File: config.mk
export PLATFORM = sky130hd
export DESIGN_NAME = pmu_regfile
export DESIGN_NICKNAME = d
export VERILOG_FILES = /design/src/rtl/pmu_pkg.sv /design/src/rtl/pmu_decode.sv /design/src/rtl/pmu_access.sv /design/src/rtl/pmu_state.sv /design/src/rtl/pmu_regfile.sv
export SDC_FILE = /design/constraint.sdc
export NUM_CORES = 1
export LEC_CHECK = 0
export ABC_AREA = 1
export BUFFER_PORTS_ARGS = -buffer_cell sky130_fd_sc_hd__buf_2
export CAP_MARGIN = 25
export CORE_AREA = 2 2 101 103
export CTS_CLUSTER_DIAMETER = 150
export DETAILED_ROUTE_END_ITERATION = 8
export DIE_AREA = 0 0 103 105
export GPL_TIMING_DRIVEN = 0
export REMOVE_ABC_BUFFERS = 1
export SETUP_SLACK_MARGIN = 0.05
export SLEW_MARGIN = 20
export SYNTH_ARGS = -nofsm -noshare
export SYNTH_HDL_FRONTEND = slang
export SYNTH_SLANG_ARGS = --single-unit
File: constraint.sdc
create_clock -name clk_i -period 2.9 [get_ports clk_i]
set_input_delay 0.145 -clock clk_i [delete_from_list [all_inputs] [get_ports clk_i]]
set_output_delay 0.145 -clock clk_i [all_outputs]
set_load 0.05 [all_outputs]
File: src/rtl/pmu_pkg.sv
package pmu_pkg;
  typedef enum logic [3:0] {
    ID_CTRL, ID_CEN_SET, ID_CEN_CLR, ID_OVF, ID_SWINC, ID_CSEL,
    ID_CYC, ID_EVT, ID_EVCNT, ID_UEN, ID_IEN_SET, ID_IEN_CLR, ID_NONE
  } reg_id_e;

  typedef enum logic [1:0] {
    CLS_GATED,     // needs priv or user-enable
    CLS_USER_RO,   // unpriv read only
    CLS_PRIV_ONLY,
    CLS_UNMAPPED
  } acc_cls_e;
endpackage

File: src/rtl/pmu_decode.sv
module pmu_decode import pmu_pkg::*; #(
  parameter int CRM_W = 4,
  parameter int SEL_W = 3
) (
  input  logic [CRM_W-1:0] crm_i,
  input  logic [SEL_W-1:0] sel_i,
  output reg_id_e          id_o,
  output acc_cls_e         cls_o
);
  always_comb begin
    id_o = ID_NONE;
    unique case (crm_i)
      CRM_W'(12): case (sel_i)
        SEL_W'(0): id_o = ID_CTRL;
        SEL_W'(1): id_o = ID_CEN_SET;
        SEL_W'(2): id_o = ID_CEN_CLR;
        SEL_W'(3): id_o = ID_OVF;
        SEL_W'(4): id_o = ID_SWINC;
        SEL_W'(5): id_o = ID_CSEL;
        default:   id_o = ID_NONE;
      endcase
      CRM_W'(13): case (sel_i)
        SEL_W'(0): id_o = ID_CYC;
        SEL_W'(1): id_o = ID_EVT;
        SEL_W'(2): id_o = ID_EVCNT;
        default:   id_o = ID_NONE;
      endcase
      CRM_W'(14): case (sel_i)
        SEL_W'(0): id_o = ID_UEN;
        SEL_W'(1): id_o = ID_IEN_SET;
        SEL_W'(2): id_o = ID_IEN_CLR;
        default:   id_o = ID_NONE;
      endcase
      default: id_o = ID_NONE;
    endcase
  end

  always_comb begin
    unique case (id_o)
      ID_NONE:                cls_o = CLS_UNMAPPED;
      ID_UEN:                 cls_o = CLS_USER_RO;
      ID_IEN_SET, ID_IEN_CLR: cls_o = CLS_PRIV_ONLY;
      default:                cls_o = CLS_GATED;
    endcase
  end
endmodule

File: src/rtl/pmu_access.sv
module pmu_access import pmu_pkg::*; (
  input  acc_cls_e cls_i,
  input  logic     priv_i,
  input  logic     we_i,
  input  logic     uen_i,
  output logic     illegal_o
);
  always_comb begin
    unique case (cls_i)
      CLS_UNMAPPED:  illegal_o = 1'b1;
      CLS_PRIV_ONLY: illegal_o = !priv_i;
      CLS_USER_RO:   illegal_o = !priv_i && we_i;
      default:       illegal_o = !priv_i && !uen_i;
    endcase
  end
endmodule

File: src/rtl/pmu_state.sv
module pmu_state import pmu_pkg::*; #(
  parameter int          DATA_W    = 32,
  parameter int          EVT_W     = 8,
  parameter int          EN_BIT    = 31,
  parameter logic [31:0] CTRL_MASK = 32'h39
) (
  input  logic              clk_i,
  input  logic              rst_ni,
  input  logic              wr_i,      // qualified legal write
  input  reg_id_e           id_i,
  input  logic [DATA_W-1:0] wdata_i,
  input  logic [DATA_W-1:0] ovf_set_i,
  output logic [DATA_W-1:0] rd_val_o,
  output logic              uen_o
);
  localparam logic [DATA_W-1:0] CMASK = CTRL_MASK[DATA_W-1:0];

  logic [DATA_W-1:0] ctrl_q, ovf_q, ovf_clr;
  logic [EVT_W-1:0]  evt_q;
  logic              cen_q, ien_q, uen_q;

  assign ovf_clr = (wr_i && id_i == ID_OVF) ? wdata_i : '0;

  always_ff @(posedge clk_i or negedge rst_ni) begin
    if (!rst_ni) begin
      ctrl_q <= '0;
      ovf_q  <= '0;
      evt_q  <= '0;
      cen_q  <= 1'b0;
      ien_q  <= 1'b0;
      uen_q  <= 1'b0;
    end else begin
      ovf_q <= (ovf_q & ~ovf_clr) | ovf_set_i;  // set beats clear
      if (wr_i) begin
        unique case (id_i)
          ID_CTRL:    ctrl_q <= (ctrl_q & ~CMASK) | (wdata_i & CMASK);
          ID_CEN_SET: cen_q  <= cen_q | wdata_i[EN_BIT];
          ID_CEN_CLR: cen_q  <= cen_q & ~wdata_i[EN_BIT];
          ID_EVT:     evt_q  <= wdata_i[EVT_W-1:0];
          ID_UEN:     uen_q  <= wdata_i[0];
          ID_IEN_SET: ien_q  <= ien_q | wdata_i[EN_BIT];
          ID_IEN_CLR: ien_q  <= ien_q & ~wdata_i[EN_BIT];
          default: ;
        endcase
      end
    end
  end

  always_comb begin
    rd_val_o = '0;
    unique case (id_i)
      ID_CTRL:                rd_val_o = ctrl_q;
      ID_CEN_SET, ID_CEN_CLR: rd_val_o[EN_BIT] = cen_q;
      ID_OVF:                 rd_val_o = ovf_q;
      ID_EVT:                 rd_val_o[EVT_W-1:0] = evt_q;
      ID_UEN:                 rd_val_o[0] = uen_q;
      ID_IEN_SET, ID_IEN_CLR: rd_val_o[EN_BIT] = ien_q;
      default:                rd_val_o = '0;
    endcase
  end

  assign uen_o = uen_q;

  assert_ctrl_masked_R2: assert property (@(posedge clk_i) disable iff (!rst_ni)
    !(wr_i && id_i == ID_CTRL) |=> $stable(ctrl_q & ~CMASK));
  assert_ovf_set_wins_R4: assert property (@(posedge clk_i) disable iff (!rst_ni)
    (ovf_set_i != '0) |=> ((ovf_q & $past(ovf_set_i)) == $past(ovf_set_i)));
endmodule

File: src/rtl/pmu_regfile.sv
module pmu_regfile import pmu_pkg::*; #(
  parameter int          DATA_W    = 32,
  parameter int          CRM_W     = 4,
  parameter int          SEL_W     = 3,
  parameter int          EVT_W     = 8,
  parameter int          EN_BIT    = 31,
  parameter logic [31:0] CTRL_MASK = 32'h39
) (
  input  logic              clk_i,
  input  logic              rst_ni,
  input  logic              req_i,
  input  logic              we_i,
  input  logic [CRM_W-1:0]  crm_i,
  input  logic [SEL_W-1:0]  sel_i,
  input  logic              priv_i,
  input  logic [DATA_W-1:0] wdata_i,
  input  logic [DATA_W-1:0] ovf_set_i,
  output logic [DATA_W-1:0] rdata_o,
  output logic              undef_o
);
  reg_id_e           id;
  acc_cls_e          cls;
  logic              illegal, uen, wr_ok;
  logic [DATA_W-1:0] rd_val, rdata_q;
  logic              undef_q;

  pmu_decode #(.CRM_W(CRM_W), .SEL_W(SEL_W)) i_decode (
    .crm_i(crm_i), .sel_i(sel_i), .id_o(id), .cls_o(cls));

  pmu_access i_access (
    .cls_i(cls), .priv_i(priv_i), .we_i(we_i), .uen_i(uen), .illegal_o(illegal));

  assign wr_ok = req_i && we_i && !illegal;

  pmu_state #(.DATA_W(DATA_W), .EVT_W(EVT_W), .EN_BIT(EN_BIT), .CTRL_MASK(CTRL_MASK)) i_state (
    .clk_i(clk_i), .rst_ni(rst_ni), .wr_i(wr_ok), .id_i(id), .wdata_i(wdata_i),
    .ovf_set_i(ovf_set_i), .rd_val_o(rd_val), .uen_o(uen));

  always_ff @(posedge clk_i or negedge rst_ni) begin
    if (!rst_ni) begin
      rdata_q <= '0;
      undef_q <= 1'b0;
    end else begin
      undef_q <= req_i && illegal;
      rdata_q <= (req_i && !we_i && !illegal) ? rd_val : '0;
    end
  end

  assign rdata_o = rdata_q;
  assign undef_o = undef_q;

  assert_undef_zero_R11: assert property (@(posedge clk_i) disable iff (!rst_ni)
    undef_o |-> rdata_o == '0);
  assert_unmapped_undef_R10: assert property (@(posedge clk_i) disable iff (!rst_ni)
    (req_i && cls == CLS_UNMAPPED) |=> undef_o);
  assert_priv_only_R7: assert property (@(posedge clk_i) disable iff (!rst_ni)
    (req_i && !priv_i && cls == CLS_PRIV_ONLY) |=> undef_o);
  assert_uen_gate_R8: assert property (@(posedge clk_i) disable iff (!rst_ni)
    (req_i && !priv_i && cls == CLS_GATED && !uen) |=> undef_o);
  assert_bad_write_keeps_uen_R6: assert property (@(posedge clk_i) disable iff (!rst_ni)
    (req_i && we_i && illegal) |=> $stable(uen));
endmodule

# [After elaboration in Yosys (flattened, before gate mapping)]
# Index checks and enable logic that the tools add are counted.
[totals] output_inout_bits=33 ramBits=0 register_bits=108 n_memories=0 mem_bits_ro=0 latch_bits=0
[op_classes] shift=0 div=0 muxes=14 n_bitwise=9 mul=0 magnitude_cmp=0 n_eq_ne=19 addsub=0 n_reduce_logical=23
[ops] operator="$mux 32" count=2
[ops] operator="$pmux 23 s2" count=1
[ops] operator="$and 32x32->32" count=1
[ops] operator="$not 32->32" count=1
[ops] operator="$or 32x32->32" count=1
[ops] operator="$or 32x6->32" count=1
[ops] operator="$eq 4x4->1 const B" count=7
[ops] operator="$pmux 4 s3" count=2
[ops] operator="$pmux 4 s6" count=1
[ops] operator="$pmux 7 s3" count=1
[ops] operator="$reduce_and 2->1" count=5
[ops] operator="$pmux 3 s3" count=1
[ops] operator="$eq 4x2->1 const B" count=2
[ops] operator="$logic_and 1x1->1" count=8
[ops] operator="$pmux 1 s4" count=2
[ops] operator="$eq 3x2->1 const B" count=2
[ops] operator="$eq 3x3->1 const B" count=2
[ops] operator="$pmux 2 s3" count=1
[ops] operator="$eq 2x2->1 const B" count=2
[ops] operator="$eq 4x1->1 const B" count=1
[ops] operator="$eq 4x3->1 const B" count=1
[ops] operator="$logic_not 1->1" count=4
[ops] operator="$logic_not 4->1" count=1
[ops] operator="$pmux 1 s2" count=2
[ops] operator="other kinds (9)" count=13

# [Logic depth before layout (Yosys ltp)]
[depth] depth_word=15 mapped_depth=16 depth_no_buf=15

# [Modules after synthesis]
# Synthesis repeated with hierarchy kept, for this count alone.
[unflattened] cells_unflattened=506 area_unflattened_um2=4116.4
[by_module_without_submodules] mod="pmu_state" area_per_inst_um2=2635.0 cells_per_inst=340 seq_area_each_um2=1176.1 instances=1
[by_module_without_submodules] mod="pmu_regfile" area_per_inst_um2=1229.9 cells_per_inst=107 seq_area_each_um2=825.8 instances=1
[by_module_without_submodules] mod="pmu_decode" area_per_inst_um2=220.2 cells_per_inst=51 seq_area_each_um2=0.0 instances=1
[by_module_without_submodules] mod="pmu_access" area_per_inst_um2=31.3 cells_per_inst=8 seq_area_each_um2=0.0 instances=1

# [Worst setup path after synthesis]
# No wires, ideal clock.
[synth_path] kind="input port to flip-flop" from="input crm_i[2]" to="register rdata_q[21], in the netlist rdata_o[21]" n_path_buf=1 t_required_ns=2.817 t_arrival_ns=1.550 path_stages=15 slack_ns=1.267 setup_time_ns=0.083 path_cell_list="nand2_1 inv_2 nand3_2 nor2_4 nor2_2 nor2_4 nand2_1 nand2_1 nand2_2 nand3_4 nand2_2 nor2_2 nand2_2 buf_6 nor3_2"
[synth_between] elab_chain_cells=10 elab_cells_between_ends=20 cone_classes="eq/ne: 11; mux: 5; reduce/logical: 4"
[synth_lines] item="start, declared" line_no="pmu_regfile.sv:13" text="input logic [CRM_W-1:0] crm_i,"
[synth_lines] item="$eq 4x4->1" line_no="pmu_decode.sv:12" text="unique case (crm_i)"
[synth_lines] item="$pmux 4 s3 *" line_no="pmu_decode.sv:12"
[synth_lines] item="$eq 4x4->1" line_no="pmu_decode.sv:39" text="unique case (id_o)"
[synth_lines] item="$reduce_or 2->1" line_no="pmu_decode.sv:39"
[synth_lines] item="$pmux 2 s3" line_no="pmu_decode.sv:39"
[synth_lines] item="$eq 2x1->1 or $eq 2x2->1 (tied branches)" line_no="pmu_access.sv:9" text="unique case (cls_i)"
[synth_lines] item="$pmux 1 s3" line_no="pmu_access.sv:9"
[synth_lines] item="$logic_not 1->1" line_no="pmu_regfile.sv:45" text="rdata_q <= (req_i && !we_i && !illegal) ? rd_val : '0;"
[synth_lines] item="$logic_and 1x1->1" line_no="pmu_regfile.sv:45"
[synth_lines] item="$mux 32 *" line_no="pmu_regfile.sv:45"
[synth_lines] item="end signal, assigned" line_no="pmu_regfile.sv:45"
[synth_lines] item="end, declared" line_no="pmu_regfile.sv:24" text="logic [DATA_W-1:0] rd_val, rdata_q;"
# Every way passes the cells marked *; elsewhere a longest branch is shown, timed or not.
# A chain may end at the register's enable or synchronous reset.

# [Worst setup path in the final report]
[layout_path] from="input sel_i[2]" to="register i_state.ovf_q[4]"
[layout_between] elab_chain_cells=15 elab_cells_between_ends=28 cone_classes="eq/ne: 13; mux: 7; bitwise: 3; reduce/logical: 5"
[layout_lines] item="start, declared" line_no="pmu_regfile.sv:14" text="input logic [SEL_W-1:0] sel_i,"
[layout_lines] item="$eq 3x3->1, or another cell as far along" line_no="pmu_decode.sv:13" text="CRM_W'(12): case (sel_i)"
[layout_lines] item="$pmux 4 s6, or another cell as far along" line_no="pmu_decode.sv:13"
[layout_lines] item="$pmux 4 s3 *" line_no="pmu_decode.sv:12"
[layout_lines] item="$eq 4x4->1" line_no="pmu_decode.sv:39"
[layout_lines] item="$reduce_or 2->1" line_no="pmu_decode.sv:39"
[layout_lines] item="$pmux 2 s3" line_no="pmu_decode.sv:39"
[layout_lines] item="$eq 2x1->1 or $eq 2x2->1 (tied branches)" line_no="pmu_access.sv:9"
[layout_lines] item="$pmux 1 s3" line_no="pmu_access.sv:9"
[layout_lines] item="$logic_not 1->1" line_no="pmu_regfile.sv:33" text="assign wr_ok = req_i && we_i && !illegal;"
[layout_lines] item="$logic_and 1x1->1" line_no="pmu_regfile.sv:33"
[layout_lines] item="$logic_and 1x1->1 *" line_no="pmu_state.sv:22" text="assign ovf_clr = (wr_i && id_i == ID_OVF) ? wdata_i : '0;"
[layout_lines] item="$mux 32 *" line_no="pmu_state.sv:22"
[layout_lines] item="$not 32->32 *" line_no="pmu_state.sv:33" text="ovf_q <= (ovf_q & ~ovf_clr) | ovf_set_i;"
[layout_lines] item="$and 32x32->32 *" line_no="pmu_state.sv:33"
[layout_lines] item="$or 32x32->32 *" line_no="pmu_state.sv:33"
[layout_lines] item="end signal, assigned" line_no="pmu_state.sv:33"
[layout_lines] item="end, declared" line_no="pmu_state.sv:18" text="logic [DATA_W-1:0] ctrl_q, ovf_q, ovf_clr;"
# Marks and branches as above.

==> out/results.ini <==
[clock_tree]
cts_buffer_depth=2
cts_tree=done
holdBufCountCts=32
post_cts_buffers=0
clkTransAtPathRegs_ns=0.08
cts-root-buf=clkbuf_8
numClockSinks=80
numCtsBuffers=9
cts_max_level=3
cts_resized=0
clock_latency_ns=0.34

[floorplanning]
chipWidth_um=103
ios=109
die_area_mm2=0.0108
start_util_pct=39.7
core_mm2=0.00964
dieHeight_um=105
num_rows=36

[status]
outcome=complete, no violations

[timing]
slew_violations=0
hold_viol=0
fmax_mhz=430
min_period_ns=2.33
final-setup-viol-count=0
maxSlewHeadroom_pct=51.0
layout_setup_ws_ns=0.572
tightest_slew_ns=0.732
period_share_pct=80.3
rsz0062_at_grt=no
skew_ns=0.00979

[final_layout]
final_cell_mix=127 x inv_1, 107 x buf_2, 80 x dfrtp_1
fin_cells=723
antennaDiodeCount=0
area_growth_pct=33.0
final_common_cell=inv_1
layout-drive-gt1-share_pct=29.0
finalNetCount=661

[yosys]
mappedNetlistArea_mm2=0.00382
ys_seq_area_share_pct=52.4
syn-instance-count=440
synth_area_per_cell_um2=8.69
yosys.cell_types.count=30
ys_ff_latch=80
synth_largest_area_cell=dfrtp_1
yosysTopAreaCellShare_pct=52.4
synth_edf_count=0
netlist_top_cells_area=dfrtp_1 52%, inv_1 12%, nand2_1 7.6%, o21bai_1 6.7%, nor3_2 4.7%
ys_warn_count=0
synthFlopType=dfrtp_1
async_reset_ff_share_pct=100

[drt]
via_count=3132
drt_wl_total_mm=8.37
drtIter0Drc=66
dr.pass1.iters=4
post-route-drc-count=0
wl_per_cell_um=11.6
ant_nets=0
viasPerCell=4.33

[place]
place_inst=675
post-place-ws_ns=0.148
hpwl_mm=5.78
numPortBuffers=108
place_congestion=0.759

[worst_setup_path]
cp_max_fo=21
reg2reg_slack_ns=1.10
cp.arrival_ns=2.56
crit_end=i_state.ovf_q[4]
crit_start=sel_i[2]
r2r.worst_path.cells=8
reg2reg_from=i_state.uen_o
cp-end-kind=flop
start_kind=primary input
crit_required_ns=3.13
critPathKind=in -> reg
worstReg2RegEnd=i_state.ovf_q[4]

[global_route]
grt_pass1_vias=3176
grt_pass1_wl_mm=14.1
grt_overflow_total=0
track_usage_pct=16.4
grt_max_degree=56
antenna_found_initial=0

[power]
irDropWorstVdd_uv=348
power_density_mw_per_mm2=440
cellLeakagePower_nw=2.88

[min_path]
hp-start=ovf_set_i[30]
worstHoldPathType=in -> reg

[flow_run]
cap_violations=0

-- layout make-up --
| class | count | area (um2) |
|---|---|---|
| tap | 133 | 166 |
| clock inverter | 6 | 90.1 |
| sequential | 80 | 2000 |
| inverter | 132 | 495 |
| fill | 926 | 4550 |
| multi-input combinational | 219 | 1270 |
| timing repair buffer | 143 | 926 |
| clock buffer | 10 | 138 |
-- worst max-delay path: stages --
cell and delay (ns):
buf_2 0.14, nor2_2 0.16, nand3_2 0.15, nor2_4 0.14, nor2_2 0.08, inv_1 0.08, nand2_2 0.24, buf_12 0.26
inv_1 0.07, nand4_2 0.49, buf_8 0.37, o21bai_1 0.14, nand2_1 0.06
-- synth_stat cells (2+ instances only) --
| library cell | instances |
|---|---|
| inv_2 | 4 |
| a21oi_1 | 5 |
| nor2_2 | 7 |
| nor2_1 | 24 |
| nor3_1 | 5 |
| buf_2 | 4 |
| o21ai_0 | 6 |
| o221ai_1 | 3 |
| nor3_2 | 18 |
| nand3_4 | 3 |
| o21bai_1 | 34 |
| nand4_1 | 2 |
| o22ai_1 | 6 |
| nor2_4 | 3 |
| inv_1 | 127 |
| buf_6 | 3 |
| nand2_2 | 4 |
| dfrtp_1 | 80 |
| o21ai_1 | 8 |
| nand3_1 | 8 |
| nand2_1 | 77 |
-- power by group --
| part | switching [W] | total, W | internal (W) |
|---|---|---|---|
| Sequential | 0.00000187 | 0.00112 | 0.00112 |
| Clock | 0.000411 | 0.000922 | 0.000512 |
| Combinational | 0.000102 | 0.000191 | 0.0000889 |
| Total | 0.000514 | 0.00224 | 0.00172 |
-- per-layer routing --
layer | routed length, um | global-route usage [%] | up-vias
met1 | 3690 | 20.0 | 1448
met4 | 166 | 5.26 | 0
met3 | 347 | 4.62 | 17
li1 | - | - | 1598
met2 | 4160 | 27.5 | 69
met5 | 0 | 0 | -
-- flip-flops by register name, indices dropped and copies added, names as in the netlist --
| register | cells |
|---|---|
| i_state.cen_q | 1 |
| i_state.ctrl_q | 4 |
| i_state.evt_q | 8 |
| i_state.ien_q | 1 |
| i_state.ovf_q | 32 |
| i_state.uen_o | 1 |
| rdata_o | 32 |
| undef_o | 1 |
-- through the flow --
step	area [um2]	power, W	hold slack [ns]	setup TNS, ns	util (%)
global route	5080	0.00234	0.00657	0	52.8
finish	5080	0.00224	0.0172	0	52.8
floorplan	3760	0.00121	-0.151	0	-
detailed placement	4540	0.00131	0.0866	0	47.1
CTS	5080	0.00227	0.0106	0	52.8
global placement	4470	0.00130	0.328	-25.21	46.4
-- worst min-delay path by stage --
stage	endpoint	slack (ns)	cells past startpoint
after CTS	i_state.ovf_q[30]	0.01	3
after global placement	i_state.ovf_q[24]	0.33	3
final	i_state.ovf_q[30]	0.02	3
after detailed placement	rdata_o[28]	0.09	1
after floorplan	i_state.cen_q	-0.15	0
after global routing	i_state.ovf_q[30]	0.007	3
-- cell families after synthesis --
family	synth area share, %
compound gates	11.3
simple gates	21.8
flops	52.4
buf+inv	14.6
No activity file was read; power rests on OpenSTA's default activity.
